`config.mk`:
```
export PLATFORM = sky130hd
export DESIGN_NAME = mode_ctl_rx
export DESIGN_NICKNAME = d
export VERILOG_FILES = /design/src/rtl/mc_pkg.sv /design/src/rtl/mc_sync.sv /design/src/rtl/mc_serial_rx.sv /design/src/rtl/mc_mode_dec.sv /design/src/rtl/mode_ctl_rx.sv
export SDC_FILE = /design/constraint.sdc
export NUM_CORES = 1
export LEC_CHECK = 0
export ABC_AREA = 0
export CELL_PAD_IN_SITES_DETAIL_PLACEMENT = 0
export CELL_PAD_IN_SITES_GLOBAL_PLACEMENT = 1
export CORE_MARGIN = 2
export CORE_UTILIZATION = 35
export DETAILED_ROUTE_END_ITERATION = 7
export GPL_ROUTABILITY_DRIVEN = 0
export HOLD_SLACK_MARGIN = 0.06
export PLACE_DENSITY = 0.68
export SLEW_MARGIN = 20
export SYNTH_ARGS = -nofsm -noshare
export SYNTH_HDL_FRONTEND = slang
export SYNTH_SLANG_ARGS = --single-unit
```
`constraint.sdc`:
```
create_clock -name clk -period 1.6 [get_ports clk]
set_clock_uncertainty 0.1 [all_clocks]
set_input_delay 0.24 -clock clk [delete_from_list [all_inputs] [get_ports clk]]
set_output_delay 0.24 -clock clk [all_outputs]
set_load 0.01 [all_outputs]
```
`src/rtl/mc_pkg.sv`:
```
package mc_pkg;
  typedef struct packed {
    logic thru;
    logic wide;
    logic quiet;
    logic sleep;
  } ctl_t;

  typedef enum logic [2:0] {
    MODE_LOW   = 3'd0,
    MODE_HIGH  = 3'd1,
    MODE_PASS  = 3'd2,
    MODE_MUTE  = 3'd3,
    MODE_SLEEP = 3'd4
  } mode_e;
endpackage

```
`src/rtl/mc_sync.sv`:
```
module mc_sync #(
  parameter int WIDTH  = 7,
  parameter int STAGES = 2
) (
  input  logic             clk,
  input  logic             rst_n,
  input  logic [WIDTH-1:0] async_i,
  output logic [WIDTH-1:0] sync_o
);
  for (genvar b = 0; b < WIDTH; b++) begin : g_bit
    logic [STAGES-1:0] chain_q;
    always_ff @(posedge clk or negedge rst_n) begin
      if (!rst_n) chain_q <= '0;
      else        chain_q <= {chain_q[STAGES-2:0], async_i[b]};
    end
    assign sync_o[b] = chain_q[STAGES-1];
  end
endmodule

```
`src/rtl/mc_serial_rx.sv`:
```
module mc_serial_rx #(
  parameter int WORD_W      = 4,
  parameter int MIN_CLK_LO  = 2,
  parameter int MIN_STB_CYC = 3
) (
  input  logic              clk,
  input  logic              rst_n,
  input  logic              scl_s,
  input  logic              sda_s,
  input  logic              stb_s,
  output logic [WORD_W-1:0] word_o
);
  localparam int LO_W = $clog2(MIN_CLK_LO + 1);
  localparam int HI_W = $clog2(MIN_STB_CYC + 1);

  logic              scl_q, stb_q;
  logic [LO_W-1:0]   lo_cnt_q, lo_cnt_d;
  logic [HI_W-1:0]   hi_cnt_q, hi_cnt_d;
  logic [WORD_W-1:0] shreg_q, shreg_d;
  logic [WORD_W-1:0] active_q, active_d;
  logic              scl_rise, stb_fall, shift_ok, commit_ok;

  assign scl_rise  = scl_s & ~scl_q;
  assign stb_fall  = ~stb_s & stb_q;
  assign shift_ok  = scl_rise && (int'(lo_cnt_q) >= MIN_CLK_LO);
  assign commit_ok = stb_fall && (int'(hi_cnt_q) >= MIN_STB_CYC);

  always_comb begin
    lo_cnt_d = lo_cnt_q;
    if (scl_s) lo_cnt_d = '0;
    else if (int'(lo_cnt_q) < MIN_CLK_LO) lo_cnt_d = lo_cnt_q + 1'b1;

    hi_cnt_d = hi_cnt_q;
    if (stb_s) begin
      if (int'(hi_cnt_q) < MIN_STB_CYC) hi_cnt_d = hi_cnt_q + 1'b1;
    end else if (!stb_q) begin
      hi_cnt_d = '0;
    end

    shreg_d  = shreg_q;
    if (shift_ok) shreg_d = {shreg_q[WORD_W-2:0], sda_s};

    active_d = active_q;
    if (commit_ok) active_d = shreg_q;
  end

  always_ff @(posedge clk or negedge rst_n) begin
    if (!rst_n) begin
      scl_q    <= 1'b0;
      stb_q    <= 1'b0;
      lo_cnt_q <= '0;
      hi_cnt_q <= '0;
      shreg_q  <= '0;
      active_q <= '0;
    end else begin
      scl_q    <= scl_s;
      stb_q    <= stb_s;
      lo_cnt_q <= lo_cnt_d;
      hi_cnt_q <= hi_cnt_d;
      shreg_q  <= shreg_d;
      active_q <= active_d;
    end
  end

  assign word_o = active_q;

  assert_commit_on_strobe_R3: assert property (@(posedge clk) disable iff (!rst_n)
    !$stable(active_q) |-> $past(stb_fall));
  assert_short_strobe_R9: assert property (@(posedge clk) disable iff (!rst_n)
    (stb_fall && int'(hi_cnt_q) < MIN_STB_CYC) |=> $stable(active_q));
  assert_short_low_R10: assert property (@(posedge clk) disable iff (!rst_n)
    (scl_rise && int'(lo_cnt_q) < MIN_CLK_LO) |=> $stable(shreg_q));
endmodule

```
`src/rtl/mc_mode_dec.sv`:
```
module mc_mode_dec
  import mc_pkg::*;
(
  input  logic       clk,
  input  logic       rst_n,
  input  logic       pin_mode,
  input  logic [2:0] pins,
  input  ctl_t       ser_word,
  output logic       thru_en,
  output logic       wide_en,
  output logic       quiet_en,
  output logic       sleep_en,
  output logic [2:0] mode
);
  ctl_t  src;
  logic  muted;
  logic  thru_d, wide_d, quiet_d, sleep_d;
  mode_e mode_d;

  always_comb begin
    if (pin_mode) src = '{thru: pins[2], wide: pins[1], quiet: pins[0], sleep: 1'b0};
    else          src = ser_word;
    muted   = src.quiet | src.sleep;
    sleep_d = src.sleep;
    quiet_d = muted;
    thru_d  = ~muted & src.thru;
    wide_d  = ~muted & ~src.thru & src.wide;
    if (src.sleep)     mode_d = MODE_SLEEP;
    else if (muted)    mode_d = MODE_MUTE;
    else if (src.thru) mode_d = MODE_PASS;
    else if (src.wide) mode_d = MODE_HIGH;
    else               mode_d = MODE_LOW;
  end

  always_ff @(posedge clk or negedge rst_n) begin
    if (!rst_n) begin
      thru_en  <= 1'b0;
      wide_en  <= 1'b0;
      quiet_en <= 1'b0;
      sleep_en <= 1'b0;
      mode     <= 3'd0;
    end else begin
      thru_en  <= thru_d;
      wide_en  <= wide_d;
      quiet_en <= quiet_d;
      sleep_en <= sleep_d;
      mode     <= mode_d;
    end
  end

  assert_sleep_mutes_R5: assert property (@(posedge clk) disable iff (!rst_n)
    sleep_en |-> quiet_en);
  assert_one_path_R6: assert property (@(posedge clk) disable iff (!rst_n)
    $onehot0({thru_en, wide_en, quiet_en}));
  assert_pins_no_sleep_R4: assert property (@(posedge clk) disable iff (!rst_n)
    pin_mode |=> !sleep_en);
endmodule

```
`src/rtl/mode_ctl_rx.sv`:
```
module mode_ctl_rx
  import mc_pkg::*;
#(
  parameter int SYNC_STAGES = 2,
  parameter int WORD_W      = 4,
  parameter int MIN_CLK_LO  = 2,
  parameter int MIN_STB_CYC = 3
) (
  input  logic       clk,
  input  logic       rst_n,
  input  logic       ser_clk_i,
  input  logic       ser_dat_i,
  input  logic       ser_stb_i,
  input  logic       host_sel_i,
  input  logic       pin_thru_i,
  input  logic       pin_wide_i,
  input  logic       pin_quiet_i,
  output logic       thru_en_o,
  output logic       wide_en_o,
  output logic       quiet_en_o,
  output logic       sleep_en_o,
  output logic [2:0] mode_o
);
  localparam int N_ASYNC = 7;

  logic [1:0]         rst_q;
  logic               rst_sn;
  logic [N_ASYNC-1:0] raw, synced;
  logic [WORD_W-1:0]  word;

  always_ff @(posedge clk or negedge rst_n) begin
    if (!rst_n) rst_q <= 2'b00;
    else        rst_q <= {rst_q[0], 1'b1};
  end
  assign rst_sn = rst_q[1];

  assign raw = {ser_clk_i, ser_dat_i, ser_stb_i, host_sel_i,
                pin_thru_i, pin_wide_i, pin_quiet_i};

  mc_sync #(.WIDTH(N_ASYNC), .STAGES(SYNC_STAGES)) sync_i (
    .clk(clk), .rst_n(rst_sn), .async_i(raw), .sync_o(synced));

  mc_serial_rx #(.WORD_W(WORD_W), .MIN_CLK_LO(MIN_CLK_LO),
                 .MIN_STB_CYC(MIN_STB_CYC)) ser_i (
    .clk(clk), .rst_n(rst_sn), .scl_s(synced[6]), .sda_s(synced[5]),
    .stb_s(synced[4]), .word_o(word));

  mc_mode_dec dec_i (
    .clk(clk), .rst_n(rst_sn), .pin_mode(synced[3]), .pins(synced[2:0]),
    .ser_word(ctl_t'(word[3:0])), .thru_en(thru_en_o), .wide_en(wide_en_o),
    .quiet_en(quiet_en_o), .sleep_en(sleep_en_o), .mode(mode_o));

  assert_reset_clear_R1: assert property (@(posedge clk)
    !rst_sn |=> (mode_o == 3'd0));
endmodule

```
# After elaboration in Yosys (flattened, before gate mapping)
# Index checks and enable logic that the tools add are counted.
[classes]
eq_ne = 2
n_lt_le_gt_ge = 4
addsub = 2
n_bitwise = 10
n_reduce_logical = 4
mux = 10
[ops]
columns = ["op", "count"]
rows = [
  ["2-bit two-way mux", 5],
  ["3-bit two-way mux", 3],
  ["1-bit bitwise AND", 5],
  ["2-bit by 1-bit adder with 2-bit output, second input constant", 2],
  ["2-bit >= comparator, second input constant", 2],
  ["2-bit less-than comparator, second input constant", 2],
  ["4-bit two-way mux", 1],
  ["1-bit NOT", 4],
  ["1-bit logical AND", 2],
  ["2-bit by 1-bit inequality test with 1-bit output, second input constant", 1],
  ["2-bit inequality test, second input constant", 1],
  ["2-bit AND reduction", 1],
  ["2-bit nonzero test", 1],
  ["1-bit two-way mux", 1],
  ["1-bit OR", 1],
]
[word_totals]
ff_bits = 37
word_cells = 51
out_inout_bits = 7

# Depth between registers and ports, before layout
[depth]
word_depth = 5
mapped_depth = 4
ltp_nobuf = 4

# Modules after synthesis
# Synthesis repeated with hierarchy kept, for this count alone.
[hier_totals]
cells_unflattened = 86
hier_area_um2 = 1320.0
[by_module_without_submodules]
columns = ["mod", "area_each_um2", "seq_area_each_um2", "instances", "cells_per_inst"]
rows = [
  ["mc_serial_rx", 588.1, 350.3, 1, 37],
  ["mc_sync", 402.9, 350.3, 1, 21],
  ["mc_mode_dec", 275.3, 150.1, 1, 25],
  ["mode_ctl_rx", 53.8, 50.0, 1, 3],
]

# Least setup slack after synthesis
# No wires, ideal clock.
[synth_path]
kind = "flip-flop to flip-flop"
from = "reg ser_i.lo_cnt_q[1]"
to = "reg ser_i.shreg_q[1]"
t_arrival_ns = 1.176
setup_ns = 0.128
required_ns = 1.372
stages_incl_launch_ff = 4
setup_slack_ns = 0.197
path_cell_list = "dfrtp_1 -> ha_1 -> o211ai_4 -> mux2_1"
[synth_between]
elab_chain_len = 2
[synth_lines]
columns = ["element", "line_no", "source"]
rows = [
  ["start, declared", "mc_serial_rx.sv:17", "logic [LO_W-1:0] lo_cnt_q, lo_cnt_d;"],
  ["start signal, assigned", "mc_serial_rx.sv:58", "lo_cnt_q <= lo_cnt_d;"],
  ["2-bit >= comparator", "mc_serial_rx.sv:25", "assign shift_ok = scl_rise && (int'(lo_cnt_q) >= MIN_CLK_LO);"],
  ["1-bit logical AND", "mc_serial_rx.sv:25", ""],
  ["end signal, assigned", "mc_serial_rx.sv:60", "shreg_q <= shreg_d;"],
  ["end, declared", "mc_serial_rx.sv:19", "logic [WORD_W-1:0] shreg_q, shreg_d;"],
]
# No other way between the ends.
# A chain may end at the register's enable or synchronous reset.

# Final worst setup path
[layout_path]
from = "reg dec_i.mode[2]"
to = "out mode_o[2]"
[layout_lines]
columns = ["element", "line_no", "source"]
rows = [
  ["start, declared", "mc_mode_dec.sv:13", "output logic [2:0] mode"],
  ["start signal, assigned", "mc_mode_dec.sv:47", "mode <= mode_d;"],
  ["end, declared", "mode_ctl_rx.sv:22", "output logic [2:0] mode_o"],
]
# No word-level cell between the ends.

==> qor.yml <==
clockBufferDepth: 2
slew_viol_final: 0
drc: 0
yosys_warnings: 0
wl_mm: 1.658
regArea_um2: 900.9
syn2layout_area_growth_pct: 24.33
synth_top_area_share_pct: 71.50
ios: 16
postLayoutCellArea_um2: 1567
path_max_fanout: 2
firstDrtPassIters: 4
viasPerCell: 4.414
die_area_um2: 4096
path_clk_slew_ns: 0.10
tns_ns: 0
nets: 116
final_util_pct: 46.22
core_um2: 3390
start_util_pct: 37.17
hold_class: "register to async pin"
synth.area.top_cells: "dfrtp_1 71%, mux2_4 6.0%, mux2_1 3.6%"
crit_type: "register to output pin"
die_h_um: 64
post-cts-setup-buffer-count: 0
startpoint_type: "register"
ant_nets: 0
cts_tree: "built"
cts_buffers: 5
drive_above_1_share_pct: 16.98
synth_seq_cells: 36
min_period_ns: 1.545
maxCapViolations: 0
path_cells: "clkdlybuf4s50_1"
clock-sinks: 36
antenna_found_initial: 0
power.switching_uw: 605.0
synthesis.area_um2: 1260
grt_max_degree: 14
power.leakage_uw: 0.0007437
postLayoutSetupSlackWorst_ns: 0.05541
wl_per_cell_um: 10.91
swShare_pct: 25.87
cp_data_required_time_ns: 1.26
placed_cell_area_um2: 1478
die_x_um: 64
period_share_pct: 96.54
diodes: 0
dp_hpwl_mm: 1.199
pre_cts_slack_ns: 0.1827
p_seq_share_pct: 52.7
overflow: 0
clkPwrFrac_pct: 25.5
fmax_ghz: 0.6474
gr-usage-all-layers_pct: 10.34
multi_input_area_um2: 331.6
syn_area_per_cell_um2: 15.56
cpMaxStageDelayCell: "clkdlybuf4s50_1"
p_int_uw: 1734
status: "finished clean"
synth.largest_area_cell: "dfrtp_1"
pwr_density_cell_nw_per_um2: 1493
slowest_delay_ns: 0.53
clkLatencyLatePin_ns: 0.33
grt_pass1_vias: 720
crit_buf_inv: 1
setup_viol: 0
clockRootBuffer: "clkbuf_4"
drtIter0Drc: 19
cp_top_family: "buffers and inverters"
htree_levels: 2
crit_arrival_ns: 1.20
port_buffers: 15
via_count: 671
seq_area_frac_synth_pct: 71.50
synth_nets: 92
grt_pass1_wl_mm: 3.105
row_count: 21
postSynthCellCount: 81
finalHoldViolCount: 0
vdd_ir_drop_max_v: 0.0006659
post_synth_num_cell_types: 23
cp-end-kind: "output pin"
combPwrFrac_pct: 21.8
fillers: 311
rsz0062_at_grt: "no"
==> synthesized netlist by cell type <==
cell type and count:
xor2_1 1, nor3b_1 1, mux2_1 4, a22o_1 1
nand2_1 3, mux2_4 5, nor2b_1 2, nor2_1 5
o21ai_1 1, nor2b_4 1, conb_1 1, mux2i_1 1
inv_1 4, o211ai_4 1, buf_2 1, nand2_4 1
dfrtp_1 36, xnor2_1 1, buf_4 1, o31ai_1 2
ha_1 2, o21ai_0 3, a21oi_1 3
==> sequential cells by signal, indices dropped and copies added, names as in the netlist <==
| name | cells |
|---|---|
| ser_i.scl_q | 1 |
| ser_i.word_o | 4 |
| ser_i.hi_cnt_q | 2 |
| dec_i.mode | 3 |
| dec_i.quiet_en | 1 |
| dec_i.thru_en | 1 |
| ser_i.shreg_q | 4 |
| ser_i.stb_q | 1 |
| sync_i.g_bit.chain_q | 14 |
| dec_i.wide_en | 1 |
| ser_i.lo_cnt_q | 2 |
| rst_q | 2 |
==> layout make-up <==
class / count / area share, %
well taps: 46 / 3.674
repair buffers: 19 / 11.82
flip-flops and latches: 36 / 57.51
clock buffers: 6 / 2.636
clock inverters: 2 / 2.236
inverters: 4 / 0.9585
multi-input cells: 39 / 21.17
==> cells in the final DEF, fill, tap and decap left out, drive strengths merged <==
cell / instances
clkbuf: 6
nor2: 5
dlygate4sd3: 1
bufinv: 1
o21ai: 4
o211ai: 1
clkinv: 1
a22o: 1
conb: 1
a21oi: 3
o31ai: 2
dlymetal6s2s: 1
inv: 4
mux2: 9
nor3b: 1
dfrtp: 36
buf: 3
nor2b: 3
ha: 2
clkdlybuf4s50: 14
mux2i: 1
xnor2: 1
nand2: 4
xor2: 1
==> layer usage <==
| layer | vias to the layer above | share of wire [%] | global-route usage, % |
|---|---|---|---|
| li1 | 316 | - | - |
| met1 | 328 | 42 | 11.58 |
| met2 | 22 | 49 | 16.28 |
| met3 | 5 | 6.7 | 4.754 |
| met4 | 0 | 2.5 | 5.707 |
| met5 | - | 0 | 0 |
==> power groups by stage <==
| stage | Combinational, uW | Clock [uW] | Sequential [uW] |
|---|---|---|---|
| finish | 510 | 597 | 1230 |
| global route | 570 | 669 | 1260 |
| CTS | 523 | 631 | 1230 |
| detailed placement | 515 | 0 | 1250 |
| global placement | 491 | 0 | 1240 |
| floorplan | 318 | 0 | 1250 |
==> through the flow <==
step / std cells / hold WS [ns] / total power [uW]
6_report: 152 / 0.06582 / 2339
5_1_grt: 152 / 0.1131 / 2500
4_1_cts: 152 / 0.09117 / 2388
3_5_place_dp: 143 / 0.09381 / 1766
3_3_place_gp: 143 / 0.07927 / 1730
2_1_floorplan: 81 / -0.1556 / 1566
==> repair_timing <==
action,CTS,global route
endpoints found under the setup margin,0,2
hold endpoints to repair,2,0
gates resized for setup,0,1
hold buffers,1,0
==> cells by family after synthesis <==
kind of cell	after synthesis	synth area share, %
muxes	10	10.33
adders and majority gates	2	1.986
other	1	0.2976
DFF	36	71.50
AOI/OAI and AO/OA	11	6.354
xor gates and xnor gates	2	1.391
buffers and inverters	6	2.184
and+or+nand+nor	13	5.958
==> path summary, 6_finish.rpt <==
check,start,endpoint,slack (ns),depth (start not counted)
worst max-delay path,dec_i.mode[2],mode_o[2],0.06,1
worst min-delay path,rst_q[1],ser_i.word_o[2],0.07,0
worst max register to register,ser_i.lo_cnt_q[0],ser_i.shreg_q[2],0.18,4
worst min register to register,rst_q[1],ser_i.word_o[2],0.07,0
max in group asynchronous,rst_n,rst_q[0],0.77,2
min in group clk,pin_thru_i,sync_i.g_bit[2].chain_q[0],0.24,1
Note: power is estimated with default switching activity, not from simulation.
